**config.mk**
```make
export PLATFORM = sky130hd
export DESIGN_NAME = msg_len_capture
export DESIGN_NICKNAME = d
export VERILOG_FILES = /design/src/rtl/mlx_pkg.sv /design/src/rtl/mlx_pos_counter.sv /design/src/rtl/mlx_ctrl.sv /design/src/rtl/mlx_field_reg.sv /design/src/rtl/msg_len_capture.sv
export SDC_FILE = /design/constraint.sdc
export NUM_CORES = 1
export LEC_CHECK = 0
export ABC_AREA = 1
export CAP_MARGIN = 20
export CORE_MARGIN = 2
export CORE_UTILIZATION = 45
export DETAILED_ROUTE_END_ITERATION = 6
export DONT_BUFFER_PORTS = 1
export SLEW_MARGIN = 20
export SYNTH_ARGS = -nofsm -noshare
export SYNTH_HDL_FRONTEND = slang
export SYNTH_SLANG_ARGS = --single-unit
export TNS_END_PERCENT = 20
```
**constraint.sdc**
```tcl
create_clock -name clk -period 1.6 [get_ports clk]
set_input_delay 0.48 -clock clk [delete_from_list [all_inputs] [get_ports clk]]
set_output_delay 0.48 -clock clk [all_outputs]
set_load 0.1 [all_outputs]
```
**src/rtl/mlx_pkg.sv**
```systemverilog
package mlx_pkg;
    typedef enum logic [1:0] {
        ST_HUNT_LO = 2'd0,
        ST_WAIT_HI = 2'd1,
        ST_HELD    = 2'd2
    } mlx_state_e;
endpackage

```
**src/rtl/mlx_pos_counter.sv**
```systemverilog
module mlx_pos_counter #(
    parameter int CNT_W = 9
) (
    input  logic             clk,
    input  logic             rst_n,
    input  logic             clr,
    input  logic             adv,
    input  logic             first,
    output logic [CNT_W-1:0] eff_pos
);
    localparam logic [CNT_W-1:0] POS_MAX = '1;

    logic [CNT_W-1:0] pos_q;

    // index of the current byte: a packet start forces position zero
    always_comb begin
        eff_pos = first ? '0 : pos_q;
    end

    always_ff @(posedge clk or negedge rst_n) begin
        if (!rst_n) begin
            pos_q <= '0;
        end else if (clr) begin
            pos_q <= '0;
        end else if (adv) begin
            pos_q <= (eff_pos == POS_MAX) ? POS_MAX : eff_pos + 1'b1;
        end
    end
endmodule

```
**src/rtl/mlx_ctrl.sv**
```systemverilog
module mlx_ctrl
    import mlx_pkg::*;
(
    input  logic       clk,
    input  logic       rst_n,
    input  logic       clr,
    input  logic       take,
    input  logic       hit,
    output mlx_state_e state,
    output logic       cap_lo,
    output logic       cap_hi,
    output logic       hunting
);
    mlx_state_e state_q, state_d;

    always_ff @(posedge clk or negedge rst_n) begin
        if (!rst_n) begin
            state_q <= ST_HUNT_LO;
        end else begin
            state_q <= state_d;
        end
    end

    always_comb begin
        state_d = state_q;
        cap_lo  = 1'b0;
        cap_hi  = 1'b0;
        hunting = 1'b0;
        if (clr) begin
            state_d = ST_HUNT_LO;
        end else begin
            unique case (state_q)
                ST_HUNT_LO: begin
                    hunting = take;
                    if (take && hit) begin
                        cap_lo  = 1'b1;
                        state_d = ST_WAIT_HI;
                    end
                end
                ST_WAIT_HI: begin
                    if (take) begin
                        cap_hi  = 1'b1;
                        state_d = ST_HELD;
                    end
                end
                ST_HELD: begin
                    state_d = ST_HELD;
                end
                default: state_d = ST_HUNT_LO;
            endcase
        end
    end

    assign state = state_q;
endmodule

```
**src/rtl/mlx_field_reg.sv**
```systemverilog
module mlx_field_reg (
    input  logic       clk,
    input  logic       rst_n,
    input  logic       clr,
    input  logic       cap_lo,
    input  logic       cap_hi,
    input  logic [7:0] din,
    output logic [7:0] lo_byte,
    output logic [7:0] hi_byte,
    output logic       lo_flag,
    output logic       hi_flag
);
    always_ff @(posedge clk or negedge rst_n) begin
        if (!rst_n) begin
            lo_byte <= '0;
            hi_byte <= '0;
            lo_flag <= 1'b0;
            hi_flag <= 1'b0;
        end else if (clr) begin
            lo_byte <= '0;
            hi_byte <= '0;
            lo_flag <= 1'b0;
            hi_flag <= 1'b0;
        end else begin
            if (cap_lo) begin
                lo_byte <= din;
                lo_flag <= 1'b1;
            end
            if (cap_hi) begin
                hi_byte <= din;
                hi_flag <= 1'b1;
            end
        end
    end
endmodule

```
**src/rtl/msg_len_capture.sv**
```systemverilog
module msg_len_capture
    import mlx_pkg::*;
#(
    parameter int OFS_W = 8
) (
    input  logic             clk,
    input  logic             rst_n,
    input  logic             xfer_len_mode,
    input  logic             ep_dir_out,
    input  logic             desc_clr,
    input  logic [OFS_W-1:0] len_ofs,
    input  logic             byte_vld,
    input  logic             pkt_first,
    input  logic [7:0]       byte_data,
    input  logic [15:0]      base_len,
    output logic [31:0]      buf_len,
    output logic             lo_done,
    output logic             hi_done
);
    localparam int CNT_W = OFS_W + 1;

    logic             take;
    logic             hit;
    logic             cap_lo;
    logic             cap_hi;
    logic             hunting;
    logic [CNT_W-1:0] eff_pos;
    logic [7:0]       lo_byte;
    logic [7:0]       hi_byte;
    mlx_state_e       state;

    assign take = byte_vld && xfer_len_mode && ep_dir_out;
    assign hit  = (eff_pos == {1'b0, len_ofs});

    mlx_pos_counter #(.CNT_W(CNT_W)) u_pos (
        .clk     (clk),
        .rst_n   (rst_n),
        .clr     (desc_clr),
        .adv     (hunting),
        .first   (pkt_first),
        .eff_pos (eff_pos)
    );

    mlx_ctrl u_ctrl (
        .clk     (clk),
        .rst_n   (rst_n),
        .clr     (desc_clr),
        .take    (take),
        .hit     (hit),
        .state   (state),
        .cap_lo  (cap_lo),
        .cap_hi  (cap_hi),
        .hunting (hunting)
    );

    mlx_field_reg u_fld (
        .clk     (clk),
        .rst_n   (rst_n),
        .clr     (desc_clr),
        .cap_lo  (cap_lo),
        .cap_hi  (cap_hi),
        .din     (byte_data),
        .lo_byte (lo_byte),
        .hi_byte (hi_byte),
        .lo_flag (lo_done),
        .hi_flag (hi_done)
    );

    assign buf_len = {hi_byte, lo_byte, base_len};

    AST_HI_AFTER_LO: assert property (@(posedge clk) disable iff (!rst_n)
        hi_done |-> lo_done);
    AST_CLEAR_WINS: assert property (@(posedge clk) disable iff (!rst_n)
        desc_clr |=> (!lo_done && !hi_done && buf_len[31:16] == 16'h0));
    AST_HELD_FROZEN: assert property (@(posedge clk) disable iff (!rst_n)
        (hi_done && !desc_clr) |=> $stable(buf_len[31:16]));
    AST_IDLE_NO_CAPTURE: assert property (@(posedge clk) disable iff (!rst_n)
        (!take && !desc_clr) |=> ($stable(buf_len[31:16]) && $stable(lo_done) && $stable(hi_done)));
    AST_LO_KEPT: assert property (@(posedge clk) disable iff (!rst_n)
        (lo_done && !desc_clr) |=> (lo_done && $stable(buf_len[23:16])));
    AST_STATE_FLAGS: assert property (@(posedge clk) disable iff (!rst_n)
        (state == ST_HELD) |-> (lo_done && hi_done));
endmodule

```
==> results.txt, run 1 <==
Status -> completed
Max FO, Critical Path -> 3
Combinational Power Share -> 0.296
Share of power burned in registers -> 0.414
Mapped cell area -> 1780 µm²
Clock Pin Slew Worst Setup and Hold Paths -> 0.06 ns
Yosys top cell area share -> 0.407
Number of synthesized register bits -> 29
Vias per cell -> 4.86
Antenna violations before repair -> 0
First-pass GRT wire length -> 6270 µm
Core Util, Final -> 0.601
TritonCTS clock tree -> yes
DR DRC count -> 0
GRT Util Overall -> 0.190
Yosys top cell by area -> dfrtp_1
Gr ovfl total -> 0
Final setup violation count -> 0
Slew headroom -> 0.806
Final Cell Area -> 2250 µm²
Clock power share -> 0.290
Most used DFF post-synth -> dfrtp_1
Pleak -> 1.22 nW
Largest net degree at the start of global routing -> 30
CTS Buf Count -> 5
DRT antenna net count -> 0
Mean Syn Cell Area -> 7.97 µm²
Overall Power -> 0.00193 W
Die ar. -> 4480 µm²
Worst skew pair latency -> 0.28 ns
Fin cells -> 304
Number of synthesized flops with an enable pin -> 0
WP data arrival -> 1.73 ns
Gpl congestion -> 0.862
Dominant cell by count in the synthesized netlist -> nand2_1
Vias post-DR -> 1478
Placed Cells -> 285
First-iteration detailed-routing DRC count -> 45
Routed WL -> 4090 µm
Clk_skew -> 0.00149 ns
Critical Path Sink Type -> register
Core box area -> 3740 µm²
Hold Slack -> 0.0255 ns
Sequential element share of the synthesized area -> 0.407
H-tree levels -> 2
Ys Warns -> 0
Number of global-route vias before repair -> 1402
Max_cap viols -> 0
VDD IR max -> 667 µV
CTS Root Cell -> clkbuf_8
Cell Int Power -> 0.00126 W
Area after DPL -> 1970 µm²
Crit path time final -> 1.56 ns
CP Launch Type -> register
Layout cell share with drive strength beyond 1 -> 0.344
Synth area leaders -> dfrtp_1 (41%), nand2_1 (11%), buf_4 (6.7%)
Post-synth top cells -> nand2_1 (53), dfrtp_1 (29), inv_1 (29)
Die Width -> 67.0 µm
# diodes -> 0
FFs w/ async S/R, synth -> 1.00
Synth-to-layout area growth -> 26.2%
Routed len/inst -> 13.4 µm
Count of pins over their slew limit -> 0
Switching Share -> 0.345
Period utilization -> 0.975
Critical path required time -> 1.77 ns
Fillcell total -> 335
Worst Max-Slew Pin Slew -> 0.291 ns
Worst Hold Class -> input port to async pin
Max Root-Sink Buffers -> 2
Hpwl dp -> 2720 µm
Initial Util -> 0.477
Final Hold Viols -> 0
Nets -> 298
Sw Pwr -> 0.000665 W
Mapped Cells -> 224
Num rows -> 22
IO Pins -> 73
Max Clk Rate -> 641 MHz
Unique masters post-synth -> 31
PortBufs -> 0
Die Ht -> 67.0 µm
RSZ-0062 raised after global routing -> yes
Critical setup path kind -> register to register
Drt first pass iters -> 4
CTS sink count -> 29
Synth Net Count -> 267
P per Cell Area -> 856 nW/µm²
## path summary, 6_finish.rpt
kind / endpoint / cells after the start / slack [ns] / startpoint
setup / recovery: u_pos.pos_q[6]$_DFFE_PN0P_ / 10 / 0.04 / u_pos.pos_q[0]$_DFFE_PN0P_
hold / removal: u_fld.lo_flag$_DFFE_PN0P_ / 1 / 0.03 / rst_n
setup reg to reg: u_pos.pos_q[6]$_DFFE_PN0P_ / 10 / 0.04 / u_pos.pos_q[0]$_DFFE_PN0P_
hold reg to reg: u_fld.lo_flag$_DFFE_PN0P_ / 1 / 0.48 / u_fld.lo_flag$_DFFE_PN0P_
max in group asynchronous: u_fld.lo_byte[7]$_DFFE_PN0P_ / 1 / 1.42 / rst_n
min in group clk: u_fld.hi_flag$_DFFE_PN0P_ / 1 / 0.26 / desc_clr
## layout make-up
cell class / count / area [µm²] / share of cell area
clock buffer: 8 / 80.1 / 0.0356
sequential: 29 / 726 / 0.322
inverter: 32 / 125 / 0.0556
tap: 48 / 60.1 / 0.0267
timing repair inverter: 1 / 5.00 / 0.00222
timing repair buffer: 42 / 372 / 0.165
multi-input combinational: 144 / 883 / 0.392
## kinds of logic (layout without fill, tap and decap cells)
family          count (synthesis)  count (layout)  synth area share
compound gates                 19              19            0.0547
mux                             8               8            0.0505
simple gates                  107             108             0.287
buf+inv                        52              83             0.149
xor+xnor                        5               5            0.0245
fa+ha+maj                       4               4            0.0281
flops                          29              29             0.407
## layer usage
| layer | global-route usage | wire, µm | vias up |
|---|---|---|---|
| met1 | 0.255 | 1900 | 677 |
| met5 | 0 | 0 | - |
| met3 | 0.0524 | 257 | 5 |
| li1 | - | - | 757 |
| met4 | 0.0944 | 69 | 0 |
| met2 | 0.281 | 1860 | 39 |
## metrics by stage
stage	setup WS [ns]	setup TNS, ns
floorplan	-0.138	-0.933
global placement	-0.170	-2.34
detailed placement	-0.254	-2.95
CTS	0.0198	0
global route	-0.0478	-0.338
finish	0.0403	0
## critical path: stages (launching register included)
cell,delay (ns)
dfrtp_1,0.42
nand2_4,0.10
inv_2,0.05
ha_4,0.15
nand3_2,0.10
nor2_4,0.05
buf_4,0.12
buf_4,0.12
xor2_1,0.15
o21ai_1,0.13
nand2_1,0.06
## layout by cell type (no fill, tap or decap)
cell | synthesis | layout
nor3_2 | 0 | 1
nand4_4 | 1 | 1
inv_1 | 29 | 26
clkbuf_8 | 0 | 5
ha_1 | 4 | 2
nand2_4 | 2 | 3
nand3_1 | 21 | 19
xor2_1 | 3 | 3
ha_4 | 0 | 1
ha_2 | 0 | 1
nor2_4 | 1 | 4
o21ai_0 | 14 | 8
nor3_4 | 1 | 1
xnor2_2 | 0 | 1
buf_6 | 1 | 5
xnor2_1 | 2 | 1
inv_2 | 1 | 4
buf_12 | 0 | 3
nand4_2 | 0 | 1
nand2_2 | 2 | 6
nand3_2 | 2 | 4
clkinv_1 | 1 | 1
o21a_1 | 1 | 1
mux2_2 | 8 | 8
a21oi_1 | 1 | 1
nand2_1 | 53 | 48
dfrtp_1 | 29 | 29
clkbuf_1 | 1 | 3
clkinv_2 | 1 | 1
nor2_1 | 18 | 15
nand4_1 | 1 | 1
nor4_1 | 1 | 1
clkinv_4 | 0 | 1
buf_4 | 16 | 34
nor2_2 | 3 | 3
o21ai_1 | 3 | 9
## state kept, by name, indices dropped and copies added (netlist names)
| register | cells |
|---|---|
| u_ctrl.state | 2 |
| u_fld.lo_byte | 8 |
| u_fld.lo_flag | 1 |
| u_fld.hi_byte | 8 |
| u_pos.pos_q | 9 |
| u_fld.hi_flag | 1 |
## what timing repair did
action	4_1_cts	5_1_grt
gates cloned	0	2
endpoints found under the hold margin	29	0
setup endpoints to repair	9	20
pin swaps	3	14
resized for setup	12	22
buffers inserted	7	2
hold buffers	1	0
## power by group through the flow
stage	clock network, W	logic, W	registers, W
floorplan	0	0.000416	0.000981
global placement	0	0.000504	0.000809
detailed placement	0	0.000505	0.000811
CTS	0.000586	0.000533	0.000797
global route	0.000614	0.000630	0.000801
finish	0.000559	0.000571	0.000797
Power figures use the tool's default switching activity.
==> run 2, diff against run 1 <==
- REMOVE_ABC_BUFFERS: unset -> 1
==> results.txt, run 2 (synthesis gave the netlist of run 1 again) <==
Vias post-DR -> 1523
Routed WL -> 4290 µm
Max Root-Sink Buffers -> 2
Placed Cells -> 291
Critical Path Sink Type -> register
DR DRC count -> 0
GRT Util Overall -> 0.211
Largest Register -> u_pos.pos_q
Share of power burned in registers -> 0.373
FF-to-FF End -> u_fld.lo_byte[7]$_DFFE_PN0P_
Die ar. -> 4480 µm²
Fin cells -> 305
CTS Root Cell -> clkbuf_8
Count of pins over their slew limit -> 0
Gr ovfl total -> 0
Top Registers -> u_pos.pos_q x9, u_fld.hi_byte x8, u_fld.lo_byte x8
Clock Pin Slew Worst Setup and Hold Paths -> 0.07 ns
RSZ-0062 raised after global routing -> yes
Sw Pwr -> 0.000693 W
Layout cell share with drive strength beyond 1 -> 0.323
Final Hold Viols -> 0
Max Clk Rate -> 670 MHz
Commonest non-fill, non-tap cells in the layout -> nand2_1 (53), buf_4 (39), dfrtp_1 (29)
Overall Power -> 0.00214 W
Core box area -> 3740 µm²
First-iteration detailed-routing DRC count -> 52
Worst skew pair latency -> 0.28 ns
Critical setup path kind -> register to register
CP peak stage delay -> 0.39 ns
Crit path time final -> 1.49 ns
Routed len/inst -> 14.0 µm
Clock power share -> 0.374
WP data arrival -> 1.72 ns
Max_cap viols -> 0
Cell Int Power -> 0.00144 W
First-pass GRT wire length -> 6910 µm
# diodes -> 0
Combinational Power Share -> 0.253
DRT antenna net count -> 0
Clk_skew -> 0.00409 ns
Reg2Reg Depth -> 8
Number of global-route vias before repair -> 1487
Final setup violation count -> 0
CP Cell Sequence -> nand2_4 > buf_4 > xnor2_1 > nor2_2 > nand4_4 > inv_6 > nand2_1 > nand2_1
Worst Max-Slew Pin Slew -> 0.292 ns
Synth-to-layout area growth -> 26.4%
Gpl congestion -> 0.856
TritonCTS clock tree -> yes
R2r setup slk -> 0.11 ns
Critical path required time -> 1.83 ns
Post-route setup TNS -> 0 ns
Critical R2R Launch -> u_pos.pos_q[0]$_DFFE_PN0P_
IO Pins -> 73
Die Ht -> 67.0 µm
CTS Buf Count -> 5
Largest net degree at the start of global routing -> 30
H-tree levels -> 2
Status -> completed
Core Util, Final -> 0.602
Num rows -> 22
Worst Hold Class -> input port to async pin
Most common cell after layout, fill and taps aside -> nand2_1
Antenna violations before repair -> 0
Worst slack at placement -> -0.227 ns
Max FO, Critical Path -> 9
Period utilization -> 0.932
Nets -> 299
CP Launch Type -> register
PortBufs -> 0
Pleak -> 1.22 nW
Switching Share -> 0.324
Drt first pass iters -> 4
Fin worst setup slack -> 0.109 ns
Vias per cell -> 4.99
VDD IR max -> 660 µV
CTS sink count -> 29
Initial Util -> 0.477
P per Cell Area -> 948 nW/µm²
Slowest CP cell -> dfrtp_1
Die Width -> 67.0 µm
Most frequent CP cell -> nand2_1
Slew headroom -> 0.805
Max reg flops -> 9
Hpwl dp -> 3080 µm
[run 2: metal layers]
metal / track usage / wire (µm) / vias up
li1: - / - / 757
met1: 0.246 / 1820 / 692
met2: 0.341 / 1910 / 64
met3: 0.0997 / 470 / 10
met4: 0.0689 / 84 / 0
met5: 0 / 0 / -
[run 2: timing repair]
action	4_1_cts	5_1_grt
setup endpoints to repair	2	19
pin swaps	2	6
hold buffers	1	0
resized for setup	1	18
buffers inserted	3	1
endpoints found under the hold margin	29	0
gates cloned	0	1
[run 2: layout make-up]
| type | count | area [µm²] |
|---|---|---|
| fill | 353 | 1490 |
| multi-input combinational | 144 | 848 |
| sequential | 29 | 726 |
| timing repair buffer | 44 | 375 |
| inverter | 32 | 125 |
| clock buffer | 6 | 82.6 |
| tap | 48 | 60.1 |
| clock inverter | 2 | 37.5 |
[run 2: power by group through the flow]
stage,Sequential [W],Combinational (W),Clock (W)
finish,0.000797,0.000541,0.000799
global route,0.000802,0.000596,0.000839
CTS,0.000797,0.000529,0.000805
detailed placement,0.000811,0.000507,0
global placement,0.000810,0.000500,0
floorplan,0.000981,0.000221,0
[run 2: worst max-delay path by stage]
stage,startpoint,endpoint,slack (ns),cells after the start
6_report,u_pos.pos_q[0]$_DFFE_PN0P_,u_fld.lo_byte[7]$_DFFE_PN0P_,0.11,8
5_1_grt,u_pos.pos_q[1]$_DFFE_PN0P_,u_ctrl.state[1]$_DFFE_PN0P_,-0.02,11
4_1_cts,u_pos.pos_q[1]$_DFFE_PN0P_,u_pos.pos_q[1]$_DFFE_PN0P_,-0.0004,10
3_5_place_dp,pkt_first,u_pos.pos_q[1]$_DFFE_PN0P_,-0.23,10
3_3_place_gp,pkt_first,u_pos.pos_q[1]$_DFFE_PN0P_,-0.16,10
2_1_floorplan,pkt_first,u_pos.pos_q[1]$_DFFE_PN0P_,-0.15,10
[run 2: critical path: cells and delay by family (launching register included)]
| family | cells | cell delay (ns) |
|---|---|---|
| simple gates | 5 | 0.63 |
| flops | 1 | 0.39 |
| xor+xnor | 1 | 0.12 |
| buf+inv | 2 | 0.28 |
[run 2: stage by stage]
step                      area [µm²]  hold WS (ns)
after global placement          2020         0.185
final                           2250        0.0123
after floorplan                 1640         0.184
after CTS                       2180        0.0153
after global routing            2250        0.0210
after detailed placement        2020         0.185
